===== src/rtl/hcg_pkg.sv =====
package hcg_pkg;
   typedef enum logic [1:0] {
      CH_RUN  = 2'd0,
      CH_REQ  = 2'd1,
      CH_OFF  = 2'd2,
      CH_WAKE = 2'd3
   } ch_state_e;

   localparam int WORD_W   = 32;
   localparam int MAX_MODS = 64;
endpackage


===== src/rtl/hcg_chan.sv =====
module hcg_chan
   import hcg_pkg::*;
#(
   parameter int REL_DLY      = 4,
   parameter bit HAS_SHUTDOWN = 1'b1
) (
   input  logic clk,
   input  logic rst_n,
   input  logic halt_i,
   input  logic ack_i,
   output logic stop_o,
   output logic clk_en_o,
   output logic ack_stat_o
);
   localparam int CW = $clog2(REL_DLY + 1);

   if (REL_DLY < 1) begin : g_bad_dly
      $error("hcg_chan: REL_DLY must be at least 1");
   end

   ch_state_e       st_q;
   logic [CW-1:0]   cnt_q;
   logic            ack_q;

   always_ff @(posedge clk or negedge rst_n) begin
      if (!rst_n) ack_q <= 1'b0;
      else        ack_q <= ack_i;
   end

   always_ff @(posedge clk or negedge rst_n) begin
      if (!rst_n) begin
         st_q  <= CH_RUN;
         cnt_q <= '0;
      end else begin
         unique case (st_q)
            CH_RUN: begin
               if (halt_i) st_q <= HAS_SHUTDOWN ? CH_REQ : CH_OFF;
            end
            CH_REQ: begin
               if (!halt_i) begin
                  st_q  <= CH_WAKE;
                  cnt_q <= '0;
               end else if (ack_q) begin
                  st_q <= CH_OFF;
               end
            end
            CH_OFF: begin
               if (!halt_i) begin
                  st_q  <= CH_WAKE;
                  cnt_q <= '0;
               end
            end
            CH_WAKE: begin
               if (cnt_q == CW'(REL_DLY - 1)) st_q <= CH_RUN;
               else                           cnt_q <= cnt_q + 1'b1;
            end
            default: st_q <= CH_RUN;
         endcase
      end
   end

   assign stop_o     = (st_q != CH_RUN);
   assign clk_en_o   = (st_q != CH_OFF);
   assign ack_stat_o = HAS_SHUTDOWN ? ack_q : (st_q == CH_OFF);

   // the enable only falls after a registered acknowledge (shutdown channels)
   p_gate_after_ack_r3: assert property (@(posedge clk) disable iff (!rst_n)
      (HAS_SHUTDOWN && $fell(clk_en_o)) |-> $past(ack_q));

   // the enable never falls once the halt bit has been cleared
   p_no_gate_without_halt_r7: assert property (@(posedge clk) disable iff (!rst_n)
      $fell(clk_en_o) |-> $past(halt_i));

   // clock returns while the stop request is still held
   p_clk_before_release_r6: assert property (@(posedge clk) disable iff (!rst_n)
      $rose(clk_en_o) |-> stop_o);

   // stop request only drops with the clock running
   p_release_with_clk_r6: assert property (@(posedge clk) disable iff (!rst_n)
      $fell(stop_o) |-> clk_en_o);
endmodule


===== src/rtl/hcg_regs.sv =====
module hcg_regs
   import hcg_pkg::*;
#(
   parameter int NUM_MOD = 40
) (
   input  logic               clk,
   input  logic               rst_n,
   input  logic               wr_en,
   input  logic [1:0]         wr_addr,
   input  logic [WORD_W-1:0]  wr_data,
   input  logic [1:0]         rd_addr,
   input  logic [NUM_MOD-1:0] ack_stat_i,
   output logic [NUM_MOD-1:0] halt_o,
   output logic [WORD_W-1:0]  rd_data
);
   logic [NUM_MOD-1:0]  halt_q;
   logic [MAX_MODS-1:0] halt_pad;
   logic [MAX_MODS-1:0] ack_pad;

   always_ff @(posedge clk or negedge rst_n) begin
      if (!rst_n) begin
         halt_q <= '0;
      end else if (wr_en && !wr_addr[1]) begin
         for (int i = 0; i < NUM_MOD; i++) begin
            if (wr_addr[0] == ((i / WORD_W) == 1)) halt_q[i] <= wr_data[i % WORD_W];
         end
      end
   end

   always_comb begin
      halt_pad              = '0;
      halt_pad[NUM_MOD-1:0] = halt_q;
      ack_pad               = '0;
      ack_pad[NUM_MOD-1:0]  = ack_stat_i;
   end

   always_comb begin
      unique case (rd_addr)
         2'd0:    rd_data = halt_pad[WORD_W-1:0];
         2'd1:    rd_data = halt_pad[MAX_MODS-1:WORD_W];
         2'd2:    rd_data = ack_pad[WORD_W-1:0];
         default: rd_data = ack_pad[MAX_MODS-1:WORD_W];
      endcase
   end

   assign halt_o = halt_q;

   // writes to the status words leave the halt bits untouched
   p_status_words_readonly_r10: assert property (@(posedge clk) disable iff (!rst_n)
      (wr_en && wr_addr[1]) |=> $stable(halt_q));
endmodule


===== src/rtl/hcg_platform.sv =====
module hcg_platform #(
   parameter int NUM_CORES = 2
) (
   input  logic [NUM_CORES-1:0] core_wait_i,
   output logic                 plat_clk_en_o
);
   if (NUM_CORES < 1) begin : g_bad_cores
      $error("hcg_platform: NUM_CORES must be at least 1");
   end

   assign plat_clk_en_o = ~(&core_wait_i);

   // a single running core keeps the platform group clocked
   always_comb begin
      a_core_active_keeps_clk_r9: assert (!(plat_clk_en_o == 1'b0 && core_wait_i != '1));
   end
endmodule


===== src/rtl/halt_gate_ctrl.sv =====
module halt_gate_ctrl
   import hcg_pkg::*;
#(
   parameter int          NUM_MOD      = 40,
   parameter int          NUM_CORES    = 2,
   parameter int          REL_DLY      = 4,
   parameter logic [63:0] NO_SHUT_MASK = 64'h0000_0002_0000_0020
) (
   input  logic                 clk,
   input  logic                 rst_n,
   input  logic                 wr_en,
   input  logic [1:0]           wr_addr,
   input  logic [31:0]          wr_data,
   input  logic [1:0]           rd_addr,
   output logic [31:0]          rd_data,
   input  logic [NUM_MOD-1:0]   mod_stop_ack,
   output logic [NUM_MOD-1:0]   mod_stop_req,
   output logic [NUM_MOD-1:0]   mod_clk_en,
   input  logic [NUM_CORES-1:0] core_wait,
   output logic                 plat_clk_en
);
   if (NUM_MOD < 1 || NUM_MOD > MAX_MODS) begin : g_bad_mods
      $error("halt_gate_ctrl: NUM_MOD must lie in 1..64");
   end

   logic [NUM_MOD-1:0] halt_w;
   logic [NUM_MOD-1:0] ack_stat_w;

   hcg_regs #(.NUM_MOD(NUM_MOD)) u_regs (
      .clk        (clk),
      .rst_n      (rst_n),
      .wr_en      (wr_en),
      .wr_addr    (wr_addr),
      .wr_data    (wr_data),
      .rd_addr    (rd_addr),
      .ack_stat_i (ack_stat_w),
      .halt_o     (halt_w),
      .rd_data    (rd_data)
   );

   for (genvar g = 0; g < NUM_MOD; g++) begin : g_chan
      hcg_chan #(
         .REL_DLY      (REL_DLY),
         .HAS_SHUTDOWN (!NO_SHUT_MASK[g])
      ) u_chan (
         .clk        (clk),
         .rst_n      (rst_n),
         .halt_i     (halt_w[g]),
         .ack_i      (mod_stop_ack[g]),
         .stop_o     (mod_stop_req[g]),
         .clk_en_o   (mod_clk_en[g]),
         .ack_stat_o (ack_stat_w[g])
      );
   end

   hcg_platform #(.NUM_CORES(NUM_CORES)) u_plat (
      .core_wait_i   (core_wait),
      .plat_clk_en_o (plat_clk_en)
   );

   // a stop request rises only for a module whose halt bit was set
   p_req_follows_halt_r2: assert property (@(posedge clk) disable iff (!rst_n)
      (|($rose(mod_stop_req) & ~$past(halt_w))) == 1'b0);
endmodule


===== config.mk =====
export PLATFORM = sky130hd
export DESIGN_NAME = halt_gate_ctrl
export DESIGN_NICKNAME = d
export VERILOG_FILES = /design/src/rtl/hcg_pkg.sv /design/src/rtl/hcg_chan.sv /design/src/rtl/hcg_regs.sv /design/src/rtl/hcg_platform.sv /design/src/rtl/halt_gate_ctrl.sv
export SDC_FILE = /design/constraint.sdc
export NUM_CORES = 1
export LEC_CHECK = 0
export BUFFER_PORTS_ARGS = -buffer_cell sky130_fd_sc_hd__buf_2
export CORE_MARGIN = 2
export CORE_UTILIZATION = 60
export CTS_CLUSTER_SIZE = 8
export DETAILED_ROUTE_END_ITERATION = 12
export PLACE_DENSITY = 0.87
export SYNTH_ARGS = -nofsm -noshare
export SYNTH_HDL_FRONTEND = slang
export SYNTH_SLANG_ARGS = --single-unit

===== constraint.sdc =====
create_clock -name clk -period 1.75 [get_ports clk]
set_clock_uncertainty 0.05 [all_clocks]
set_input_delay 0.2625 -clock clk [delete_from_list [all_inputs] [get_ports clk]]
set_output_delay 0.2625 -clock clk [all_outputs]
set_load 0.02 [all_outputs]

==> impl_results.md <==
* Status: finished, violations left
* Violated checks: setup timing
* H-tree depth at 2
* CP max stage delay at between 0.4 and 0.5 ns
* Fillers at ~1.6k
* Routed vias at 15.5k
* Final worst-path cycle share at 119%
* Cells after DPL at 2,353
* Worst R2R Start: g_chan[20].u_chan.st_q[0]
* Async SR Flop Fraction at 100%
* Vias in the first global route at between 15k and 20k
* Post-synth EDFFs at 0
* Syn-to-layout area delta at 27.2%
* Worst r2r path cells at 8
* Tot Pwr at 0.0431 W
* Synthesized cell area at 18,300 µm²
* Hold Violations, Final at 0
* TritonCTS Buffers at 40
* Pre-antenna DRT Iters at 5
* All-Layer GR Usage at 28.7%
* Layout cells sized above 1 at 30.5%
* Drc violations at 0
* Yosys reg bits at 280
* Initial core utilization at 61.4%
* Clock Tree Buf Depth at 3
* F_max at roughly 480 MHz
* Yosys warnings at 0
* Worst skew pair latency at 0.52 ns
* Routed length per placed instance at 19.7 µm
* Max-Slew Margin vs Limit at between 70 and 80%
* Global-route wire length before repair at between 70,000 and 80,000 µm
* Worst Max-Slew Pin Slew at 0.424 ns
* Root buf cell: clkbuf_16
* Worst path cell trace: ha_2, mux4_2, buf_6
* Final GP Congestion at 0.842
* Die ar. at 31,900 µm²
* Critical Path AT at 1.76 ns
* FF-to-FF End: g_chan[20].u_chan.cnt_q[0]
* Core area at 29,800 µm²
* Peak fanout along the critical path at 2
* Final Max Slew Viols at 0
* Clock sinks at 280
* Largest net degree at the start of global routing at 56
* Initial antenna violation count at 0
* Reg clk slew, reported paths at 0.06 ns
* Syn_area_per_cell at approximately 10 µm²
* Pwr dens at 1850 nW/µm²
* Max cap viols at 0
* Main synth FF type: dfrtp_1
* Slowest CP cell: mux4_2
* GR Overflow Total at 0
* Post-Layout Cell Count at 2,608
* Die Span Y at 179 µm
* Min cycle time layout at slightly above 2 ns
* Leakage at 11.4 nW
* Slack of the critical path at -0.327 ns
* CTS tree: yes
* FP Rows at 63
* Distinct cell type count of the synthesized netlist at between 40 and 50
* Via-to-Cell Ratio at 5.94
* Drt total wl at around 50,000 µm
* I/O pin total at 194
* Synth Instances at 1,823
* Unrepaired setup endpoints after global routing: yes
* VDD IR max at 1.01 mV
* WS Path Type: flop to output port
* Register area share after synthesis at 38.3%
* Post-Syn Nets at roughly 2.2k
* Die Wd at ~180 µm
* Setup-failing EPs final at 23
* Worst Path Required at 1.44 ns
* NumNets Final at 2,596
* HPWL Detailed at 28,200 µm
* Antenna diodes at 0
* Antenna Nets Post-Route at 0
* CP Capture Type: output port
* Worst setup SP type: flop
* Port-buffer cells at 193
* Reg2Reg Setup Slack at -0.09 ns
* Worst Hold Class: primary input to asynchronous set/reset pin
* Initial drt markers at roughly 1.0k
-- timing repair --
action	in CTS	in global routing
endpoints found under the setup margin	86	125
pin swaps	0	18
hold buffers	73	0
endpoints found under the hold margin	173	0
gates resized for setup	104	255
buffers inserted	90	53
-- layout by cell type (no fill, tap or decap), types with 7 or more instances in the layout --
master and instances:
ha_1 243, nor2b_1 33, a22o_1 71, inv_1 173, nor3_1 43, dfrtp_2 23, inv_4 9, mux4_2 8
nand2b_1 73, clkbuf_16 41, nand3_1 37, mux2_2 48, a21oi_1 12, ha_4 35, a221oi_1 9, a21o_1 45
a211oi_1 28, o32ai_1 12, buf_12 7, a31oi_1 33, mux2_1 8, dfrtp_1 257, nand3b_1 15, a41oi_1 7
inv_2 83, dlygate4sd3_1 73, o21ai_0 89, buf_4 196, and2_1 7, nor2_1 123, buf_6 33, nand2_1 61
buf_2 134, mux2i_1 25, ha_2 20, a2bb2oi_1 25, o31ai_1 16
-- kinds of logic (layout without fill, tap and decap cells) --
logic type | Yosys count | in the layout | share of synthesized area (%)
compound gates | 387 | 387 | 15.2
fa+ha+maj | 298 | 298 | 20.4
buf+inv | 360 | 755 | 9.20
simple gates | 406 | 406 | 10.9
mux | 92 | 92 | 6.02
flops | 280 | 280 | 38.3
-- layer usage --
metal,GRT usage (%),vias to the layer above,share of wire [%],routed length [µm]
met1,30.6,7532,36,18800
met2,53.6,681,52,27000
met5,0,-,0,0
met4,16.1,0,6.3,3270
li1,-,6994,-,-
met3,4.56,273,4.9,2500
-- critical path, delay by kind of cell, from the launching register on --
kind	cells	cell delay, ns
mux	1	0.49
buf+inv	1	0.16
fa+ha+maj	1	0.18
flops	1	0.43
-- report_power, final --
| group | leakage, nW | internal (W) | switching, W |
|---|---|---|---|
| Combinational | 7.39 | 0.0117 | 0.0139 |
| Clock | 0.514 | 0.00411 | 0.00283 |
| Sequential | 3.48 | 0.00861 | 0.00199 |
-- area by class of cell --
class	instances	area (µm²)	share of cell area [%]
Multi-Input combinational cell	1183	10300	44.1
Sequential cell	280	7040	30.2
Timing Repair Buffer	445	3410	14.7
Inverter	267	1030	4.45
Clock buffer	41	1030	4.41
Tap cell	390	488	2.10
Clock inverter	2	17.5	0.0753
-- flip-flops by register name, summed over array words and instances (netlist names) --
name                      flops
u_regs.halt_o                40
g_chan.u_chan.ack_q           2
g_chan.u_chan.st_q           80
g_chan.u_chan.ack_stat_o     38
g_chan.u_chan.cnt_q         120
-- worst max path at each step --
| stage | slack [ns] | from | end |
|---|---|---|---|
| finish | -0.33 | g_chan[5].u_chan.st_q[1] | rd_data[5] |
| global route | -0.34 | g_chan[33].u_chan.st_q[0] | rd_data[1] |
| detailed placement | 0.03 | g_chan[33].u_chan.st_q[1] | g_chan[33].u_chan.cnt_q[0] |
| CTS | -0.28 | g_chan[33].u_chan.st_q[0] | rd_data[1] |
| global placement | 0.12 | g_chan[5].u_chan.st_q[0] | rd_data[5] |
| floorplan | 0.15 | g_chan[6].u_chan.st_q[0] | g_chan[6].u_chan.cnt_q[0] |
-- metrics by stage --
stage	cell area [µm²]	hold WS [ns]	setup TNS, ns	utilization, %	setup slack [ns]
2_1_floorplan	18300	-0.0831	0	-	0.147
3_3_place_gp	19500	0.146	0	65.3	0.122
3_5_place_dp	19500	0.152	0	65.3	0.0317
4_1_cts	22100	0.192	-1.36	74.2	-0.280
5_1_grt	23300	0.218	-3.84	78.1	-0.345
6_report	23300	0.208	-1.77	78.1	-0.327
-- cell usage after synthesis, types with 33 or more instances --
cell      count  area (µm²)
nand2_1      61         229
a31oi_1      38         238
nor2_1      129         484
nand3_1      37         185
inv_1       267        1000
mux2_2       48         541
nor3_1       44         220
a22o_1       71         622
dfrtp_1     280        7010
ha_1        298        3730
o21ai_0      94         470
nor2b_1      33         206
nand2b_1     75         469
buf_4        83         623
a21o_1       46         345
Power figures use the tool's default switching activity.
